--- src/rtl/spi_portreg_slave.sv ---
module spi_portreg_slave #(
  parameter int NPORTS = 4,
  parameter int FIFO_DEPTH = 8,
  parameter logic [7:0] REV_ID = 8'hB0
) (
  input  logic                clk,
  input  logic                rst_n,
  input  logic                sclk,
  input  logic                cs_n,
  input  logic                mosi,
  output logic                miso,
  input  logic [NPORTS*8-1:0] ev_irq,
  input  logic [NPORTS*8-1:0] ev_spc,
  input  logic [NPORTS*8-1:0] ev_sts,
  input  logic [NPORTS*8-1:0] ln_sts,
  input  logic                rx_push,
  input  logic [1:0]          rx_port,
  input  logic [7:0]          rx_data,
  output logic                tx_valid,
  output logic [1:0]          tx_port,
  output logic [7:0]          tx_data
);
  localparam int FW = $clog2(FIFO_DEPTH);
  localparam int CW = FW + 1;
  localparam logic [CW-1:0] FULL = CW'(FIFO_DEPTH);
  localparam logic [2:0] NP = 3'(NPORTS);
  localparam logic [4:0] O_XH = 5'h00, O_IEN = 5'h01, O_IST = 5'h02, O_LST = 5'h04,
                         O_SEN = 5'h05, O_SST = 5'h06, O_EST = 5'h08, O_TXL = 5'h11,
                         O_RXL = 5'h12, O_GLB = 5'h1F;
  localparam logic [7:0] CMD_ON = 8'hCE, CMD_OFF = 8'hCD;

  logic [2:0] sck_q, mosi_q, csn_q;
  logic [2:0] bcnt;
  logic       got_addr, wr_mode, load_req, commit_pend, ext_on;
  logic [1:0] cur_port;
  logic [4:0] cur_off;
  logic [6:0] sh_in;
  logic [7:0] sh_out, snap, rd_val;

  logic [7:0]    rf    [NPORTS][32];
  logic [7:0]    st_irq[NPORTS];
  logic [7:0]    st_spc[NPORTS];
  logic [7:0]    st_sts[NPORTS];
  logic [7:0]    fmem  [NPORTS][FIFO_DEPTH];
  logic [FW-1:0] wp    [NPORTS];
  logic [FW-1:0] rp    [NPORTS];
  logic [CW-1:0] fcnt  [NPORTS];
  logic [NPORTS-1:0] pend, sel_p, push_p, pop_p;

  wire act       = ~csn_q[1];
  wire rise      = act & sck_q[1] & ~sck_q[2];
  wire fall      = act & ~sck_q[1] & sck_q[2];
  wire [7:0] byte_in = {sh_in, mosi_q[1]};
  wire byte_done = rise & (bcnt == 3'd7);
  wire port_ok   = {1'b0, cur_port} < NP;
  wire [1:0] pidx = port_ok ? cur_port : 2'd0;
  wire commit    = rise & commit_pend;
  wire [7:0] clr_mask = commit ? snap : 8'h00;
  wire wr_fire   = byte_done & got_addr & wr_mode;
  wire wr_glob   = wr_fire & (cur_off == O_GLB);
  wire ro_off    = (cur_off == O_IST) | (cur_off == O_LST) | (cur_off == O_SST) |
                   (cur_off == O_EST) | (cur_off == O_TXL) | (cur_off == O_RXL);
  wire wr_rf     = wr_fire & port_ok & ~ro_off & (cur_off != O_XH) & (cur_off != O_GLB);
  wire tx_fire   = wr_fire & port_ok & (cur_off == O_XH);
  wire [7:0] glob = ~{{(8-NPORTS){1'b0}}, pend};

  assign miso = act & sh_out[7];

  always_comb begin
    for (int p = 0; p < NPORTS; p++) begin
      pend[p]   = |(st_irq[p] & rf[p][O_IEN]);
      sel_p[p]  = port_ok && (pidx == 2'(p));
      push_p[p] = rx_push && (rx_port == 2'(p)) && (fcnt[p] != FULL);
      pop_p[p]  = commit && sel_p[p] && (cur_off == O_XH) && (fcnt[p] != '0);
    end
  end

  always_comb begin
    if (cur_off == O_GLB) rd_val = glob;
    else if (!port_ok)    rd_val = 8'h00;
    else begin
      case (cur_off)
        O_XH:    rd_val = (fcnt[pidx] != '0) ? fmem[pidx][rp[pidx]] : 8'h00;
        O_IST:   rd_val = st_irq[pidx];
        O_LST:   rd_val = ln_sts[{pidx, 3'b000} +: 8];
        O_SEN:   rd_val = ext_on ? REV_ID : rf[pidx][O_SEN];
        O_SST:   rd_val = st_spc[pidx];
        O_EST:   rd_val = st_sts[pidx];
        O_TXL:   rd_val = 8'h00;
        O_RXL:   rd_val = 8'(fcnt[pidx]);
        default: rd_val = rf[pidx][cur_off];
      endcase
    end
  end

  always_ff @(posedge clk or negedge rst_n) begin
    if (!rst_n) begin
      sck_q <= '0; mosi_q <= '0; csn_q <= '1;
      bcnt <= '0; got_addr <= 1'b0; wr_mode <= 1'b0; load_req <= 1'b0;
      commit_pend <= 1'b0; cur_port <= '0; cur_off <= '0;
      sh_in <= '0; sh_out <= '0; snap <= '0;
    end else begin
      sck_q  <= {sck_q[1:0], sclk};
      mosi_q <= {mosi_q[1:0], mosi};
      csn_q  <= {csn_q[1:0], cs_n};
      if (!act) begin
        bcnt <= '0; got_addr <= 1'b0; load_req <= 1'b0;
        commit_pend <= 1'b0; sh_out <= '0;
      end else if (rise) begin
        sh_in <= byte_in[6:0];
        bcnt  <= bcnt + 3'd1;
        commit_pend <= 1'b0;
        if (bcnt == 3'd7) begin
          if (!got_addr) begin
            got_addr <= 1'b1;
            wr_mode  <= byte_in[7];
            cur_port <= byte_in[6:5];
            cur_off  <= byte_in[4:0];
            load_req <= ~byte_in[7];
          end else begin
            cur_off  <= cur_off + 5'd1;
            load_req <= ~wr_mode;
          end
        end
      end else if (fall) begin
        if (load_req) begin
          sh_out <= rd_val; snap <= rd_val;
          load_req <= 1'b0; commit_pend <= 1'b1;
        end else begin
          sh_out <= {sh_out[6:0], 1'b0};
        end
      end
    end
  end

  always_ff @(posedge clk or negedge rst_n) begin
    if (!rst_n) begin
      ext_on <= 1'b0; tx_valid <= 1'b0; tx_port <= '0; tx_data <= '0;
      for (int p = 0; p < NPORTS; p++) begin
        st_irq[p] <= '0; st_spc[p] <= '0; st_sts[p] <= '0;
        wp[p] <= '0; rp[p] <= '0; fcnt[p] <= '0;
        for (int r = 0; r < 32; r++) rf[p][r] <= '0;
      end
    end else begin
      tx_valid <= tx_fire;
      if (tx_fire) begin
        tx_port <= cur_port;
        tx_data <= byte_in;
      end
      if (wr_glob && byte_in == CMD_ON)  ext_on <= 1'b1;
      if (wr_glob && byte_in == CMD_OFF) ext_on <= 1'b0;
      for (int p = 0; p < NPORTS; p++) begin
        st_irq[p] <= (st_irq[p] & ~((sel_p[p] && cur_off == O_IST) ? clr_mask : 8'h00)) | ev_irq[p*8 +: 8];
        st_spc[p] <= (st_spc[p] & ~((sel_p[p] && cur_off == O_SST) ? clr_mask : 8'h00)) | ev_spc[p*8 +: 8];
        st_sts[p] <= (st_sts[p] & ~((sel_p[p] && cur_off == O_EST) ? clr_mask : 8'h00)) | ev_sts[p*8 +: 8];
        if (push_p[p]) wp[p] <= wp[p] + FW'(1);
        if (pop_p[p])  rp[p] <= rp[p] + FW'(1);
        fcnt[p] <= fcnt[p] + CW'(push_p[p]) - CW'(pop_p[p]);
        if (wr_rf && sel_p[p]) rf[p][cur_off] <= byte_in;
      end
    end
  end

  always_ff @(posedge clk) begin
    for (int p = 0; p < NPORTS; p++)
      if (push_p[p]) fmem[p][wp[p]] <= rx_data;
  end
endmodule

--- config.mk ---
export PLATFORM = sky130hd
export DESIGN_NAME = spi_portreg_slave
export DESIGN_NICKNAME = d
export VERILOG_FILES = /design/src/rtl/spi_portreg_slave.sv
export SDC_FILE = /design/constraint.sdc
export NUM_CORES = 2
export LEC_CHECK = 0
export BUFFER_PORTS_ARGS = -buffer_cell sky130_fd_sc_hd__clkbuf_2
export CAP_MARGIN = 15
export CORE_AREA = 2 2 361 363
export CTS_CLUSTER_SIZE = 10
export DETAILED_ROUTE_END_ITERATION = 6
export DIE_AREA = 0 0 363 365
export GPL_ROUTABILITY_DRIVEN = 0
export PLACE_DENSITY_LB_ADDON = 0.1
export SETUP_SLACK_MARGIN = 0.15
export SKIP_CTS_REPAIR_TIMING = 1
export SYNTH_ARGS = -nofsm -noshare
export SYNTH_HDL_FRONTEND = slang
export SYNTH_SLANG_ARGS = --single-unit
--- constraint.sdc ---
create_clock -name clk -period 8.7 [get_ports clk]
set_input_delay 0.87 -clock clk [delete_from_list [all_inputs] [get_ports clk]]
set_output_delay 0.87 -clock clk [all_outputs]
set_load 0.05 [all_outputs]
==> impl_metrics.env <==
export IMPL_outcome="finished, final reports clean"
export IMPL_maxCapViolCount=0
export IMPL_grtUsageMet1_pct=42.3
export IMPL_cp_data_arrival_time_ns=5.69
export IMPL_rrSetupSlack_ns=3.66
export IMPL_path_buf_inv=2
export IMPL_yosysUniqueCellTypes=80
export IMPL_path_max_fanout=76
export IMPL_power_density_nw_per_um2=207
export IMPL_p_leak_nw=30.6
export IMPL_start_kind="flop"
export IMPL_rr_worst_depth=9
export IMPL_vias=37200
export IMPL_layout_drive_gt1_share_pct=39.0
export IMPL_root_buffer="clkbuf_16"
export IMPL_slowest_delay_ns=0.91
export IMPL_setup_violations=0
export IMPL_rows=132
export IMPL_cpMaxStageDelayCell="dfrtp_4"
export IMPL_netlist_area_um2=65200
export IMPL_crit_family="buffers and inverters"
export IMPL_synthArstFlopShare_pct=82.6
export IMPL_final_hold_viol_count=0
export IMPL_cpMostUsedCell="or4_1"
export IMPL_ctsHtreeMaxLevel=4
export IMPL_hold_path_class="primary input to async pin"
export IMPL_synth_edff_count=256
export IMPL_hold_worst_slack_ns=0.0349
export IMPL_vias_per_cell=6.23
export IMPL_use_met2_pct=40.1
export IMPL_fmax_mhz=198
export IMPL_multi_input_area_um2=24800
export IMPL_fin_ws_ns=3.66
export IMPL_crit_path_end_kind="flop"
export IMPL_crit_type="flop to flop"
export IMPL_cts_buffers=168
export IMPL_synth_nets=4496
export IMPL_dr_pass1_iters=7
export IMPL_worst_slew_pin_slew_ns=1.24
export IMPL_die_area_um2=132000
export IMPL_synth_ff_type="dfrtp_1"
export IMPL_grt_pass1_vias=37600
export IMPL_drv_slew=0
export IMPL_synthCells=4309
export IMPL_wirelength_um=179000
export IMPL_final_nets=4412
export IMPL_met3_usage_pct=5.04
export IMPL_r2r_end="snap[2]"
export IMPL_die_h_um=365
export IMPL_start_util_pct=50.7
export IMPL_grt_busiest_layer="met1"
export IMPL_port_buffers=155
export IMPL_drc=0
export IMPL_wl_per_cell_um=30.0
export IMPL_max_slew_margin_pct=16.9
export IMPL_antenna_left=0
export IMPL_clock_sinks=1472
export IMPL_n_fill_cell=10300
export IMPL_rsz0062_at_grt="no"
export IMPL_cp_required_ns=9.35
export IMPL_place_hpwl_um=117000
export IMPL_coreArea_um2=129000
export IMPL_synth_seq_cells=1472
export IMPL_area_growth_syn_to_layout_pct=9.62
export IMPL_syn_area_per_cell_um2=15.1
export IMPL_period_needed_ns=5.04
export IMPL_antenna_found_initial=5
export IMPL_grt_max_degree=175
export IMPL_layout_area_seq_um2=38200
export IMPL_reg2reg_from="cur_port[0]"
export IMPL_io_pins=156
export IMPL_place_ws_ns=3.63
export IMPL_crit_chain="buf_12, buf_4, mux4_1, a221oi_1, a211oi_1, or4_1, or4_1, a31oi_1, o21ai_0"
export IMPL_finalClockSkew_ns=0.0235
export IMPL_grt_ovfl_total=0
export IMPL_cts_tree="yes"
export IMPL_grt_pass1_wl_um=266000
export IMPL_ys_seq_area_share_pct=58.5
export IMPL_fin_crit_sh_pct=57.9
export IMPL_track_usage_pct=27.5
export IMPL_path_clk_slew_ns=0.06
export IMPL_die_x_um=363
export IMPL_synth_warnings=0
export IMPL_cts_path_max_buffers=3
export IMPL_tns_ns=0
export IMPL_clk_latency_ns=0.81
export IMPL_ir_drop_uv=147
export IMPL_drt_iter0_markers=3583
[how the worst max path moves through the flow]
stage / from / to / slack, ns / cells past startpoint
2_1_floorplan: cur_off[1] / fcnt[14] / 4.46 / 15
3_3_place_gp: cur_port[0] / sh_out[2] / 3.67 / 9
3_5_place_dp: cur_port[0] / snap[2] / 3.63 / 9
4_1_cts: cur_port[0] / snap[2] / 3.62 / 9
5_1_grt: cur_port[0] / snap[2] / 3.44 / 9
6_report: cur_port[0] / snap[2] / 3.66 / 9
[cells in the mapped netlist, types with 49 or more instances]
cell         n  share of area (%)
dfrtp_1   1214                 47
mux2_2     793                 14
clkbuf_1   370                2.1
mux4_2     333                 12
edfxtp_1   256                 12
nand2_1    213                1.2
a21o_1     101                1.2
mux2i_1     98                1.5
nor2_1      85               0.49
a22oi_1     56               0.65
a21oi_1     54               0.41
buf_2       54               0.41
nor2_4      49               0.85
[kinds of logic (layout without fill, tap and decap cells)]
| family | count (synthesis) | after routing | share of synthesized area [%] |
|---|---|---|---|
| AOI/OAI and AO/OA | 381 | 381 | 4.19 |
| xor gates and xnor gates | 25 | 25 | 0.336 |
| adders and majority gates | 43 | 43 | 0.872 |
| buffers and inverters | 538 | 529 | 3.61 |
| DFF | 1472 | 1472 | 58.5 |
| muxes | 1269 | 1269 | 27.7 |
| other | 0 | 3 | 0 |
| and+or+nand+nor | 581 | 581 | 4.81 |
[placed cells by master, fill, tap and decap left out, drive strengths merged, types with 6 or more instances in the layout]
cell    netlist  layout
a21oi        54      54
nand4         8       8
a211oi       23      23
xnor2        12      12
a22o          8       8
nor2        175     175
nand2       213     213
nor2b        21      21
dfrtp      1214    1214
a31oi        13      13
o211ai        6       6
mux2        829     829
xor2         13      13
mux4        342     342
a221oi       14      14
nor3b         9       9
a22oi        56      56
o22ai        14      14
a32oi         8       8
edfxtp      256     256
inv          47      55
nand3        47      47
mux2i        98      98
ha           39      39
nor4         18      18
and3         12      12
a21o        101     101
o21ai        34      34
nor3         26      26
buf         121      83
nand2b       21      21
clkbuf      370     388
[metrics by stage]
step	utilization [%]	area [um^2]	std cells	total power, W
floorplan	-	65200	4309	0.00796
global placement	51.8	66700	5729	0.00853
detailed placement	51.8	66700	5730	0.00854
CTS	55.5	71400	5975	0.0149
global route	55.5	71400	5975	0.0153
finish	55.5	71400	5978	0.0148
[flip-flops by register name, indices dropped and copies added (netlist names), 2 cells and up]
name,count
tx_data,8
cur_off,5
tx_port,2
cur_port,2
sh_in,7
csn_q,2
mosi_q,2
st_irq,32
fmem,256
fcnt,16
sck_q,3
snap,8
rf,1024
wp,12
bcnt,3
sh_out,8
st_sts,32
rp,12
st_spc,32
[report_power, final]
group          internal, W  switching [W]
clock network      0.00365        0.00272
registers          0.00716       0.000301
logic             0.000259       0.000685
[area by class of cell]
cell class              instances  area share [%]
diodes                          3          0.0105
clock buffers                 234            6.48
clock inverters                11           0.138
inverters                      47           0.247
multi-input cells            2299            34.7
flip-flops and latches       1472            53.4
well taps                    1675            2.93
repair buffers                237            2.12
[routing by layer]
layer,wire [um],up-vias
met4,4900,2
met1,83900,20100
met2,79500,1216
li1,-,15600
met3,11100,251
met5,13,-
Power figures use the tool's default switching activity.
